### config.mk
export PLATFORM = sky130hd
export DESIGN_NAME = mm_bus_sender
export DESIGN_NICKNAME = d
export VERILOG_FILES = /design/src/rtl/mm_bus_pkg.sv /design/src/rtl/mm_line_sync.sv /design/src/rtl/mm_pkt_shifter.sv /design/src/rtl/mm_bus_sender.sv
export SDC_FILE = /design/constraint.sdc
export NUM_CORES = 1
export LEC_CHECK = 0
export ABC_AREA = 1
export BUFFER_PORTS_ARGS = -buffer_cell sky130_fd_sc_hd__buf_2
export CAP_MARGIN = 20
export CORE_MARGIN = 2
export CORE_UTILIZATION = 55
export DETAILED_ROUTE_END_ITERATION = 12
export GPL_ROUTABILITY_DRIVEN = 0
export PLACE_DENSITY = 0.78
export SLEW_MARGIN = 20
export SYNTH_ARGS = -nofsm -noshare
export SYNTH_HDL_FRONTEND = slang
export SYNTH_SLANG_ARGS = --single-unit
export TNS_END_PERCENT = 100
### constraint.sdc
create_clock -name clk -period 1.68 [get_ports clk]
set_input_delay 0.084 -clock clk [delete_from_list [all_inputs] [get_ports clk]]
set_output_delay 0.084 -clock clk [all_outputs]
set_load 0.03 [all_outputs]
### src/rtl/mm_bus_pkg.sv
// Shared encodings for the arbitrating bus sender.
// Assumes: the command codes below are the ones software and the bench use.
package mm_bus_pkg;
    typedef enum logic [1:0] {
        OP_NONE  = 2'b00,
        OP_START = 2'b01,
        OP_DATA  = 2'b10,
        OP_STOP  = 2'b11
    } cmd_op_e;

    typedef enum logic [2:0] {
        S_IDLE,
        S_START,
        S_BITS,
        S_HOLD,
        S_STOP_LOW,
        S_STOP_HIGH
    } mst_state_e;
endpackage

### src/rtl/mm_line_sync.sv
// Multi-stage synchronizer for the raw data line level.
// Assumes: the line idles high, so the stages reset to 1.
module mm_line_sync #(
    parameter int STAGES = 2
) (
    input  logic clk,
    input  logic rst_n,
    input  logic d_raw,
    output logic d_sync
);
    logic [STAGES-1:0] sr;

    // Shift the raw level through the synchronizer stages.
    always_ff @(posedge clk) begin
        if (!rst_n) sr <= '1;
        else        sr <= {sr[STAGES-2:0], d_raw};
    end

    assign d_sync = sr[STAGES-1];
endmodule

### src/rtl/mm_pkt_shifter.sv
// Per-packet bit engine: transmit shift register, received-address shift
// register and bit counter covering the data bits and the acknowledge slot.
// Assumes: load and step are never asserted together.
module mm_pkt_shifter #(
    parameter int DATA_W = 8
) (
    input  logic              clk,
    input  logic              rst_n,
    input  logic              load,
    input  logic [DATA_W-1:0] load_byte,
    input  logic              step,
    input  logic              in_bit,
    output logic              tx_bit,
    output logic [DATA_W-2:0] rx_addr,
    output logic              data_slot,
    output logic              last_data,
    output logic              ack_slot
);
    localparam int CNT_W = $clog2(DATA_W + 2);
    localparam logic [CNT_W-1:0] ACK_IDX  = CNT_W'(DATA_W);
    localparam logic [CNT_W-1:0] LAST_IDX = CNT_W'(DATA_W - 1);

    logic [DATA_W-1:0] tx_sr;
    logic [DATA_W-2:0] rx_sr;
    logic [CNT_W-1:0]  idx;

    // Load a new byte, or advance one bit on each clock-high strobe.
    always_ff @(posedge clk) begin
        if (!rst_n) begin
            tx_sr <= '0;
            rx_sr <= '0;
            idx   <= '0;
        end else if (load) begin
            tx_sr <= load_byte;
            rx_sr <= '0;
            idx   <= '0;
        end else if (step) begin
            tx_sr <= {tx_sr[DATA_W-2:0], 1'b0};
            if (idx < ACK_IDX) rx_sr <= {rx_sr[DATA_W-3:0], in_bit};
            idx <= idx + 1'b1;
        end
    end

    assign tx_bit    = tx_sr[DATA_W-1];
    assign rx_addr   = rx_sr;
    assign data_slot = (idx < ACK_IDX);
    assign last_data = (idx == LAST_IDX);
    assign ack_slot  = (idx == ACK_IDX);
endmodule

### src/rtl/mm_bus_sender.sv
// Arbitrating master packet sender for a two-wire open-drain bus.
// Sends START, address byte, data bytes and STOP under byte commands, checks
// every sent bit against the line, and after a loss finishes the packet
// released and checks whether the winner addressed own_addr.
// Assumes: scl_low_tick/scl_high_tick come from an external clock
// synchronizer, one cycle wide, several cycles apart, alternating.
module mm_bus_sender
    import mm_bus_pkg::*;
#(
    parameter int DATA_W      = 8,
    parameter int SYNC_STAGES = 2
) (
    input  logic              clk,
    input  logic              rst_n,
    input  logic              sda_in,
    output logic              sda_drive_low,
    input  logic              scl_low_tick,
    input  logic              scl_high_tick,
    output logic              bus_clk_en,
    input  logic [DATA_W-2:0] own_addr,
    input  logic              cmd_valid,
    input  logic [1:0]        cmd_op,
    input  logic [DATA_W-1:0] cmd_byte,
    output logic              cmd_ready,
    output logic              cmd_reject,
    output logic              pkt_done,
    output logic              ack_bit,
    output logic              arb_lost,
    output logic              addr_match
);
    localparam int ADDR_W = DATA_W - 1;

    mst_state_e        state;
    cmd_op_e           op;
    logic              sda_s;
    logic              accept;
    logic              load;
    logic              step;
    logic              tx_bit;
    logic [ADDR_W-1:0] rx_addr;
    logic              data_slot;
    logic              last_data;
    logic              ack_slot;
    logic              listening;
    logic              is_addr;
    logic              lose_now;

    mm_line_sync #(.STAGES(SYNC_STAGES)) u_sync (
        .clk    (clk),
        .rst_n  (rst_n),
        .d_raw  (sda_in),
        .d_sync (sda_s)
    );

    mm_pkt_shifter #(.DATA_W(DATA_W)) u_shift (
        .clk       (clk),
        .rst_n     (rst_n),
        .load      (load),
        .load_byte (cmd_byte),
        .step      (step),
        .in_bit    (sda_s),
        .tx_bit    (tx_bit),
        .rx_addr   (rx_addr),
        .data_slot (data_slot),
        .last_data (last_data),
        .ack_slot  (ack_slot)
    );

    // Handshake, shifter control and bit-level loss detection.
    always_comb begin
        op         = cmd_op_e'(cmd_op);
        cmd_ready  = (state == S_IDLE) || (state == S_HOLD);
        accept     = cmd_valid && cmd_ready;
        load       = accept && (((state == S_IDLE) && (op == OP_START)) ||
                                ((state == S_HOLD) && (op == OP_DATA)));
        step       = (state == S_BITS) && scl_high_tick;
        lose_now   = step && data_slot && !listening && tx_bit && !sda_s;
        bus_clk_en = (state == S_START) || (state == S_BITS) ||
                     (state == S_STOP_LOW) || (state == S_STOP_HIGH);
    end

    // Transaction sequencing, line drive and status flags.
    always_ff @(posedge clk) begin
        if (!rst_n) begin
            state         <= S_IDLE;
            sda_drive_low <= 1'b0;
            listening     <= 1'b0;
            is_addr       <= 1'b0;
            arb_lost      <= 1'b0;
            addr_match    <= 1'b0;
            ack_bit       <= 1'b1;
            cmd_reject    <= 1'b0;
            pkt_done      <= 1'b0;
        end else begin
            cmd_reject <= 1'b0;
            pkt_done   <= 1'b0;
            if (accept) begin
                arb_lost   <= 1'b0;
                addr_match <= 1'b0;
            end
            case (state)
                S_IDLE: begin
                    if (accept) begin
                        if (op == OP_START) begin
                            state   <= S_START;
                            is_addr <= 1'b1;
                        end else begin
                            cmd_reject <= 1'b1;
                        end
                    end
                end
                S_START: begin
                    if (scl_high_tick) begin
                        sda_drive_low <= 1'b1;
                        state         <= S_BITS;
                    end
                end
                S_BITS: begin
                    if (scl_low_tick) begin
                        sda_drive_low <= data_slot && !listening && !tx_bit;
                    end else if (scl_high_tick) begin
                        if (lose_now) begin
                            arb_lost      <= 1'b1;
                            listening     <= 1'b1;
                            sda_drive_low <= 1'b0;
                        end
                        if (last_data && is_addr && (listening || lose_now))
                            addr_match <= (rx_addr == own_addr);
                        if (ack_slot) begin
                            pkt_done  <= 1'b1;
                            is_addr   <= 1'b0;
                            if (listening) begin
                                listening <= 1'b0;
                                state     <= S_IDLE;
                            end else begin
                                ack_bit <= sda_s;
                                state   <= S_HOLD;
                            end
                        end
                    end
                end
                S_HOLD: begin
                    if (accept) begin
                        if (op == OP_DATA)      state <= S_BITS;
                        else if (op == OP_STOP) state <= S_STOP_LOW;
                        else                    cmd_reject <= 1'b1;
                    end
                end
                S_STOP_LOW: begin
                    if (scl_low_tick) begin
                        sda_drive_low <= 1'b1;
                        state         <= S_STOP_HIGH;
                    end
                end
                S_STOP_HIGH: begin
                    if (scl_high_tick) begin
                        sda_drive_low <= 1'b0;
                        state         <= S_IDLE;
                    end
                end
                default: state <= S_IDLE;
            endcase
        end
    end

    // a non-START command while idle is refused and opens nothing.
    a_r4_idle_refuse: assert property (@(posedge clk) disable iff (!rst_n)
        (cmd_valid && state == S_IDLE && op != OP_START)
        |=> (cmd_reject && state == S_IDLE && !sda_drive_low));

    // the flag rises only with the line already released.
    a_r5_release_on_loss: assert property (@(posedge clk) disable iff (!rst_n)
        $rose(arb_lost) |-> !sda_drive_low);

    // a bit driven low cannot lose arbitration.
    a_r6_low_never_loses: assert property (@(posedge clk) disable iff (!rst_n)
        $rose(arb_lost) |-> $past(!sda_drive_low));

    // while finishing a lost packet the line is never pulled and clocks continue.
    a_r7_listen_released: assert property (@(posedge clk) disable iff (!rst_n)
        listening |-> (!sda_drive_low && bus_clk_en));

    // the release at the end of STOP happens on a high strobe and ends the transaction.
    a_r11_stop_release: assert property (@(posedge clk) disable iff (!rst_n)
        ($fell(sda_drive_low) && $past(state) == S_STOP_HIGH)
        |-> ($past(scl_high_tick) && state == S_IDLE));

    // a new START handshake clears both sticky flags.
    a_r12_clear_on_cmd: assert property (@(posedge clk) disable iff (!rst_n)
        (accept && state == S_IDLE && op == OP_START) |=> (!arb_lost && !addr_match));

    // the line drive changes only on an edge carrying a strobe.
    a_r13_strobe_only: assert property (@(posedge clk) disable iff (!rst_n)
        (sda_drive_low != $past(sda_drive_low))
        |-> ($past(scl_low_tick) || $past(scl_high_tick)));
endmodule

==> qor.txt, run 1 <==
DRC viols = 0
N_diodes = 0
Largest net degree at the start of global routing = 13
Non-Filler Instances = 340
Storage cell area = 644 um^2
Most common cell after layout, fill and taps aside = nand2_1
Seq cells post-synth = 32
Syn nets = 282
Core area = 3100 um^2
CTS tree = done
Setup ws final = 0.175 ns
Post-Synth XOR/XNOR Area = 3.85%
Unrepaired setup endpoints after global routing = false
DP Cell Count = 326
GR Util All Layers = 21.7%
Chip Height = 61.5 um
DR vias/cell = 4.93
Gr ovfl total = 0
Root buffer cell = clkbuf_4
Final wirelength = 3700 um
P per Cell Area = 1140 nW/um^2
Cell area after synthesis = 1820 um^2
Simple-gate share of the synthesized area = 38.7%
1st-iter DRT viols = 102
# IOs = 31
Worst Setup Start Kind = flop
Register area share after synthesis = 35.2%
Die area = 3790 um^2
Vias = 1677
Synth Area in Compound Gates = 10.7%
Antenna Nets Post-Route = 0
Endpoints failing hold = 0
Final count of negative-setup-slack endpoints = 0
Placement Cell Area = 1980 um^2
F_max = 665 MHz
Distinct cells, synth = 28
Layout filler cell count = 303
Nets = 320
Max IR drop VDD = 0.000633 V
Fin util = 68.3%
Largest family of logic cells by synthesized area = simple AND/OR/NAND/NOR gates
First-pass GRT wire length = 6030 um
Worst Setup Path Type = flop to primary output
Hold crit path type = primary input to flop
Synthesized area per cell = 7.08 um^2
Mapped Cells = 257
Critical path required time = 1.60 ns
Pin slew with the least headroom to its limit = 0.417 ns
Number of global-route vias before repair = 1468
Worst Skew = 0.00465 ns
Multi-input gate area = 993 um^2
H-tree lvl count = 2
CP arrival = 1.42 ns
Starting Density = 58.7%
Normalized max-slew margin = 72.2%
Die W = 61.5 um
CTS sink cnt = 32
Max-slew violations = 0
Post-synthesis mux area share = 0%
Total Neg Setup Slack = 0 ns
Max-cap violation count = 0
Num CTS Buffers = 5
Port bufs = 30
Row cnt = 20
DP Worst Slack = 0.142 ns
Max Buffers Root-to-Sink = 2
Clock slew at reported path FFs = 0.10 ns
Final Cell Area = 2120 um^2
Layout area overhead = 16.5%
Hpwl dp = 2830 um
CP endpoint kind = primary output
Post-synthesis adder-cell area fraction = 1.37%
Initial antenna violation count = 0
LEAKAGE = 0.982 nW
Synth Warn # = 0
Fin crit period = 1.50 ns
CP Max Fanout = 9
Period utilisation layout = 89.6%
Status = completed
Share of layout cells above drive strength 1 = 28.7%
Drt first pass iters = 4
Routed WL per cell = 10.9 um
Worst-Skew Late Latency = 0.34 ns
Commonest cells after routing, fill and taps aside = 64 x nand2_1, 36 x nor2_1, 30 x buf_2
synth_stat cells (all sizes together):
library cell | number | area share [%]
xor2 | 6 | 2.9
ha | 2 | 1.4
nand4 | 4 | 1.4
nand2 | 74 | 17
a21oi | 18 | 7.2
a211oi | 1 | 0.41
inv | 32 | 6.7
xnor2 | 2 | 0.96
nor3 | 5 | 1.9
or2 | 2 | 0.69
nor2 | 43 | 11
clkbuf | 2 | 0.41
buf | 5 | 3.1
nand3 | 16 | 5.8
nand3b | 2 | 0.82
dfxtp | 32 | 35
o21ai | 11 | 3.0
layout make-up:
type | instances | share of cell area, %
Multi-Input combinational cell | 186 | 46.8
Sequential cell | 32 | 30.4
Timing Repair Buffer | 38 | 10.6
Inverter | 32 | 5.78
Tap cell | 44 | 2.60
Clock inverter | 3 | 2.01
Clock buffer | 5 | 1.77
state kept, by name, summed over array words and instances, names as in the netlist:
register / cells
ack_bit: 1
addr_match: 1
arb_lost: 1
cmd_reject: 1
is_addr: 1
listening: 1
pkt_done: 1
sda_drive_low: 1
state: 3
u_shift.idx: 4
u_shift.rx_addr: 7
u_shift.tx_sr: 8
u_sync.sr: 2
per-layer routing:
layer | track usage [%] | vias up | share of wire, %
li1 | - | 884 | -
met1 | 27.4 | 738 | 46
met2 | 34.9 | 48 | 46
met3 | 6.51 | 7 | 6.0
met4 | 8.21 | 0 | 1.7
met5 | 0 | - | 0
through the flow:
stage	hold WS [ns]	total power, W
floorplan	0.191	0.00166
global placement	0.269	0.00181
detailed placement	0.290	0.00182
CTS	0.0153	0.00242
global route	0.0217	0.00259
finish	0.0243	0.00241
path summary, 6_finish.rpt:
check	start	end	slack [ns]	cells past startpoint
worst max-delay path	state[0]$_SDFFE_PN0P_	bus_clk_en	0.18	6
worst min-delay path	cmd_byte[2]	u_shift.tx_sr[2]$_SDFFE_PN0P_	0.02	3
worst max register to register	u_shift.idx[0]$_SDFFE_PP0N_	state[0]$_SDFFE_PN0P_	0.21	9
worst min register to register	is_addr$_SDFFE_PN0P_	is_addr$_SDFFE_PN0P_	0.46	2
critical path, stage by stage (launching register included):
cell and delay [ns]:
dfxtp_2 0.45, nor2_4 0.09, nand2_4 0.12, nand2_1 0.08, nor2_1 0.14, inv_1 0.05, buf_2 0.17
kinds of logic after synthesis:
| kind of cell | after synthesis |
|---|---|
| simple gates | 146 |
| buf+inv | 39 |
| flops | 32 |
| xor+xnor | 8 |
| compound gates | 30 |
| fa+ha+maj | 2 |
where the power goes:
part           switching [W]  total, W  internal (W)
logic               0.000598  0.000896      0.000298
clock network       0.000270  0.000580      0.000310
registers          0.0000867  0.000932      0.000845
total               0.000955   0.00241       0.00145
what timing repair did:
action,CTS,global route
hold endpoints to repair,6,0
gates resized for setup,0,3
setup buffers,0,0
hold buffers,6,0
setup endpoints to repair,0,6
Note: power is estimated with default switching activity, not from simulation.
==> run 2, diff against run 1 <==
--- a/config.mk
+++ b/config.mk
@@ -7,12 +7,12 @@
 export LEC_CHECK = 0
 export ABC_AREA = 1
 export BUFFER_PORTS_ARGS = -buffer_cell sky130_fd_sc_hd__buf_2
-export CAP_MARGIN = 20
+export CAP_MARGIN = 25
 export CORE_MARGIN = 2
 export CORE_UTILIZATION = 55
 export DETAILED_ROUTE_END_ITERATION = 12
 export GPL_ROUTABILITY_DRIVEN = 0
-export PLACE_DENSITY = 0.78
+export PLACE_DENSITY = 0.84
 export SLEW_MARGIN = 20
 export SYNTH_ARGS = -nofsm -noshare
 export SYNTH_HDL_FRONTEND = slang
==> run 2 against run 1 <==
Against the previous run: sequential cell count unchanged; total power shrank 0.54%; die area stayed put; register-to-register slack got worse by 0.03 ns; highest routed layer unchanged.
==> qor.txt, run 2 (synthesis gave the netlist of run 1 again) <==
Gr ovfl total = 0 (unchanged)
Max-cap violation count = 0 (unchanged)
Max IR drop VDD = 0.000730 V (+15%)
Most common cell after layout, fill and taps aside = nand2_1
CP arrival = 1.72 ns (+0.30 ns)
Max Buffers Root-to-Sink = 2 (unchanged)
Hpwl dp = 2640 um (-6.7%)
Sw Ratio = 39.5% (-0.14 points)
Row cnt = 20 (unchanged)
CTS sink cnt = 32 (unchanged)
Slowest stage delay, CP = 0.39 ns (-0.06 ns)
Clock slew at reported path FFs = 0.10 ns (about the same)
Max-slew violations = 0 (unchanged)
Final Cell Area = 2100 um^2 (-0.83%)
Die area = 3790 um^2 (unchanged)
N_diodes = 0 (unchanged)
Port bufs = 30 (unchanged)
Placement Cell Area = 1970 um^2 (-0.38%)
Status = completed
Layout area overhead = 15.5%
Largest net degree at the start of global routing = 13 (unchanged)
Slowest stage cell, crit path = dfxtp_2
Most frequent CP cell = nand2_2
Routed WL per cell = 10.5 um (-3.9%)
Root buffer cell = clkbuf_4
Sw Pwr = 0.000946 W (-0.89%)
# IOs = 31 (unchanged)
H-tree lvl count = 2 (unchanged)
Worst reg-to-reg setup slack = 0.18 ns (-0.03 ns)
Final wirelength = 3530 um (-4.5%)
Hold crit path type = primary input to flop
Starting Density = 58.7% (unchanged)
DRC viols = 0 (unchanged)
Antenna Nets Post-Route = 0 (unchanged)
Vias = 1682 (+0.30%)
Fin crit period = 1.50 ns (-0.000481 ns)
Non-Filler Instances = 338 (-0.59%)
Share of layout cells above drive strength 1 = 28.6% (-0.14 points)
Hold WS = 0.0106 ns (-0.0136 ns)
CTS tree = done
Unrepaired setup endpoints after global routing = false
Worst-Skew Late Latency = 0.33 ns (about the same)
Pin slew with the least headroom to its limit = 0.426 ns (+0.00901 ns)
Number of global-route vias before repair = 1449 (-1.3%)
Worst Setup Start Kind = flop
Worst Setup Path Type = flop to flop
1st-iter DRT viols = 84 (-18%)
Num CTS Buffers = 5 (unchanged)
Core area = 3100 um^2 (unchanged)
Final count of negative-setup-slack endpoints = 0 (unchanged)
Drt first pass iters = 4 (unchanged)
Period utilisation layout = 89.5% (about the same)
Internal power = 0.00145 W (-0.32%)
GR Util All Layers = 20.8% (-0.93 points)
Fin util = 67.8% (-0.56 points)
Most flops, register = u_shift.tx_sr
Endpoints failing hold = 0 (unchanged)
First-pass GRT wire length = 5820 um (-3.5%)
Worst Skew = 0.0107 ns (+0.00609 ns)
P per Cell Area = 1140 nW/um^2 (+0.28%)
Chip Height = 61.5 um (unchanged)
Worst Path Buf+Inv = 0 (-2)
Flop pwr share = 38.8% (about the same)
Max reg flops = 8 (unchanged)
Die W = 61.5 um (unchanged)
CP Max Fanout = 12 (+3)
Power share of the clock group = 23.9% (-0.2 points)
Critical path required time = 1.89 ns (+0.29 ns)
Commonest cells after routing, fill and taps aside = 64 x nand2_1, 36 x nor2_1, 30 x buf_2
LEAKAGE = 0.974 nW (-0.85%)
Normalized max-slew margin = 71.6% (-0.60 points)
Crit-path cells = nor2_1 -> nand4_1 -> nand2_2 -> nand2_4 -> nand2_2 -> nor3_1
DR vias/cell = 4.98 (+0.89%)
Comb pwr share = 37.3% (about the same)
Delay-heaviest family, CP = simple AND/OR/NAND/NOR gates
DP Cell Count = 325 (-0.31%)
Initial antenna violation count = 0 (unchanged)
Total Neg Setup Slack = 0 ns (unchanged)
Nets = 318 (-0.63%)
F_max = 665 MHz (about the same)
CP endpoint kind = flop
[run 2: cell count changes in the layout (fill, tap and decap cells not counted), sizes merged]
cell / delta
dlygate4sd3: -1
buf: -1
[run 2: layout make-up]
class / instances / area, um^2
timing repair buffer: 36 / 208
inverter: 32 / 123
clock inverter: 3 / 42.5
tap: 44 / 55.1
sequential: 32 / 644
clock buffer: 5 / 37.5
multi-input combinational: 186 / 993
fill: 282 / 1000
[run 2: tightest hold or removal path, cell delays in order]
cell and delay [ns]:
buf_2 0.09, nand2_1 0.06, a21oi_1 0.06
[run 2: path summary, 6_finish.rpt]
path                                               from  depth (start not counted)                             to
worst max-delay path              state[0]$_SDFFE_PN0P_                          6    u_shift.idx[3]$_SDFFE_PP0N_
worst min-delay path                        cmd_byte[0]                          3  u_shift.tx_sr[0]$_SDFFE_PN0P_
worst max register to register    state[0]$_SDFFE_PN0P_                          6    u_shift.idx[3]$_SDFFE_PP0N_
worst min register to register  u_sync.sr[0]$_SDFF_PN1_                          1        u_sync.sr[1]$_SDFF_PN1_
[run 2: timing repair]
action	CTS	global route
resized for setup	0	3
endpoints found under the hold margin	5	0
hold buffers	5	0
setup buffers	0	0
endpoints found under the setup margin	0	15
[run 2: routing by layer]
layer / track usage [%] / routed length [um] / share of wire [%]
met1: 24.5 / 1570 / 44
met2: 35.9 / 1740 / 49
met3: 5.25 / 181 / 5.1
met4: 8.21 / 49 / 1.4
met5: 0 / 0 / 0
[run 2: metrics by stage]
| step | setup WS (ns) | total power, W |
|---|---|---|
| 5_1_grt | 0.0718 | 0.00256 |
| 3_3_place_gp | 0.179 | 0.00181 |
| 6_report | 0.176 | 0.00239 |
| 4_1_cts | 0.0527 | 0.00240 |
| 2_1_floorplan | 0.267 | 0.00166 |
| 3_5_place_dp | 0.0999 | 0.00182 |
[run 2: power by group through the flow]
stage / clock network (W) / registers, W / logic (W)
final: 0.000572 / 0.000929 / 0.000894
after global routing: 0.000623 / 0.000943 / 0.000997
after CTS: 0.000585 / 0.000924 / 0.000890
after detailed placement: 0 / 0.000941 / 0.000875
after global placement: 0 / 0.000937 / 0.000868
after floorplan: 0 / 0.000939 / 0.000720
==> run 3, diff against run 2 <==
--- a/config.mk
+++ b/config.mk
@@ -9,10 +9,11 @@
 export BUFFER_PORTS_ARGS = -buffer_cell sky130_fd_sc_hd__buf_2
 export CAP_MARGIN = 25
 export CORE_MARGIN = 2
-export CORE_UTILIZATION = 55
+export CORE_UTILIZATION = 58
+export CTS_BUF_LIST = sky130_fd_sc_hd__clkbuf_8
 export DETAILED_ROUTE_END_ITERATION = 12
 export GPL_ROUTABILITY_DRIVEN = 0
-export PLACE_DENSITY = 0.84
+export PLACE_DENSITY = 0.88
 export SLEW_MARGIN = 20
 export SYNTH_ARGS = -nofsm -noshare
 export SYNTH_HDL_FRONTEND = slang
==> run 3 against run 2 <==
Against the previous run: worst hold slack gained 0.0078 ns; critical path depth unchanged; utilization up 1.5 points; design area decreased by 0.24%; die area is 4.8% lower.
==> qor.txt, run 3 (synthesis gave the netlist of run 1 again) <==
Nets = 315 (-0.94%)
Root buffer cell = clkbuf_8
Crit path from = state[0]$_SDFFE_PN0P_
Normalized max-slew margin = 68.7% (-2.9 points)
Cts repair resizes = 0 (unchanged)
R2r worst-path depth = 7 (+1)
CP endpoint kind = primary output
Share of layout cells above drive strength 1 = 28.2% (-0.39 points)
Most common cell after layout, fill and taps aside = nand2_1
Largest net degree at the start of global routing = 13 (unchanged)
Layout area overhead = 15.3%
Worst-Skew Late Latency = 0.29 ns (-0.04 ns)
H-tree lvl count = 2 (unchanged)
Max-cap violation count = 0 (unchanged)
LEAKAGE = 0.973 nW (about the same)
Routed WL per cell = 10.7 um (+2.7%)
Worst Setup Start Kind = flop
Row cnt = 20 (unchanged)
Hold crit path type = primary input to flop
1st-iter DRT viols = 80 (-4.8%)
Vias = 1633 (-2.9%)
CTS sink cnt = 32 (unchanged)
Die area = 3600 um^2 (-4.8%)
Hpwl dp = 2730 um (+3.4%)
Critical path required time = 1.60 ns (-0.29 ns)
Worst R2R Start = state[0]$_SDFFE_PN0P_
Endpoints failing hold = 0 (unchanged)
Storage cell area = 641 um^2 (-0.58%)
RR Endpoint = u_shift.idx[3]$_SDFFE_PP0N_
F_max = 642 MHz (-3.5%)
Drt first pass iters = 4 (unchanged)
Starting Density = 60.1% (+1.5 points)
Final wirelength = 3600 um (+1.8%)
Antenna Nets Post-Route = 0 (unchanged)
Worst path depth = 6 (unchanged)
Max IR drop VDD = 0.000712 V (-2.5%)
Delay-heaviest family, CP = flip-flops
Die W = 60.0 um (-2.4%)
Slowest stage cell, crit path = dfxtp_1
CP arrival = 1.47 ns (-0.25 ns)
Max Buffers Root-to-Sink = 2 (unchanged)
# IOs = 31 (unchanged)
Chip Height = 60.0 um (-2.4%)
Overall power = 0.00254 W (+6.1%)
Status = completed
DRC viols = 0 (unchanged)
Most flops, register = u_shift.tx_sr
Period utilisation layout = 92.7% (+3.2 points)
Port bufs = 30 (unchanged)
Total Neg Setup Slack = 0 ns (unchanged)
Max reg flops = 8 (unchanged)
Commonest cells after routing, fill and taps aside = 64 x nand2_1, 36 x nor2_1, 32 x dfxtp_1
CP Max Fanout = 9 (-3)
Core area = 3030 um^2 (-2.4%)
First-pass GRT wire length = 6060 um (+4.2%)
CTS tree = done
Crit-path cells = nor2_4 -> nand2_4 -> nand2_1 -> nor2_1 -> inv_1 -> buf_2
P per Cell Area = 1210 nW/um^2 (+6.4%)
Gr ovfl total = 0 (unchanged)
DR vias/cell = 4.87 (-2.0%)
Max-slew violations = 0 (unchanged)
WHS Path Cells = 3 (unchanged)
Clock slew at reported path FFs = 0.07 ns (-0.03 ns)
Number of global-route vias before repair = 1456 (+0.48%)
Post-CTS Setup Repair Bufs = 0 (unchanged)
Worst Skew = 0.00241 ns (-0.00834 ns)
Worst Setup EP = bus_clk_en
Num CTS Buffers = 5 (unchanged)
Initial antenna violation count = 0 (unchanged)
Multi-input gate area = 993 um^2 (unchanged)
Worst reg-to-reg setup slack = 0.17 ns (about the same)
Slowest stage delay, CP = 0.53 ns (+0.14 ns)
N_diodes = 0 (unchanged)
Unrepaired setup endpoints after global routing = false
GR Util All Layers = 23.0% (+2.2 points)
Fin crit period = 1.56 ns (+0.0538 ns)
Worst Path Buf+Inv = 2 (+2)
Pin slew with the least headroom to its limit = 0.469 ns (+0.0429 ns)
Layout filler cell count = 275 (-2.5%)
Worst Setup Path Type = flop to primary output
Final count of negative-setup-slack endpoints = 0 (unchanged)
[run 3: worst min path at each step]
stage                     start  slack [ns]                            end
detailed placement       sda_in        0.28        u_sync.sr[0]$_SDFF_PN1_
global route        cmd_byte[5]        0.02  u_shift.tx_sr[5]$_SDFFE_PN0P_
CTS                 cmd_byte[5]        0.01  u_shift.tx_sr[5]$_SDFFE_PN0P_
global placement         sda_in        0.27        u_sync.sr[0]$_SDFF_PN1_
finish              cmd_byte[4]        0.02  u_shift.tx_sr[4]$_SDFFE_PN0P_
floorplan                sda_in        0.19        u_sync.sr[0]$_SDFF_PN1_
[run 3: repair_timing]
action                                 4_1_cts  5_1_grt
endpoints found under the hold margin        1        0
hold buffers                                 1        0
setup endpoints to repair                    0        0
[run 3: area by class of cell]
cell class	count	share of cell area, %
Timing Repair Buffer	33	8.35
Inverter	32	5.84
Clock buffer	5	3.28
Clock inverter	3	2.03
Multi-Input combinational cell	186	47.3
Sequential cell	32	30.5
Tap cell	44	2.62
[run 3: worst reg2reg max path, stage by stage, from the launching register on]
cell and delay, ns:
dfxtp_1 0.53, nand3_2 0.17, nor2_2 0.13, inv_1 0.06, nand2_2 0.08, nand2_4 0.09, nand2_2 0.27, nor3_1 0.07
[run 3: per-stage QoR]
step	area [um^2]	instances	util (%)	setup WS, ns	hold WS, ns
after floorplan	1820	257	-	0.267	0.191
after global placement	1980	326	65.3	0.230	0.271
after detailed placement	1980	326	65.3	0.180	0.276
after CTS	2100	335	69.3	0.124	0.00982
after global routing	2100	335	69.3	0.00422	0.0222
final	2100	335	69.3	0.122	0.0185
[run 3: report_power, final]
group	switching (W)	internal [W]
clock	0.000295	0.000438
combinational	0.000592	0.000290
sequential	0.0000858	0.000841
[run 3: layer usage]
metal  vias up  track usage [%]  share of wire (%)
met1       716             27.4                 45
met4         0             10.5                1.8
li1        867                -                  -
met3         4             6.49                5.1
met2        46             38.0                 48
met5         -                0                  0
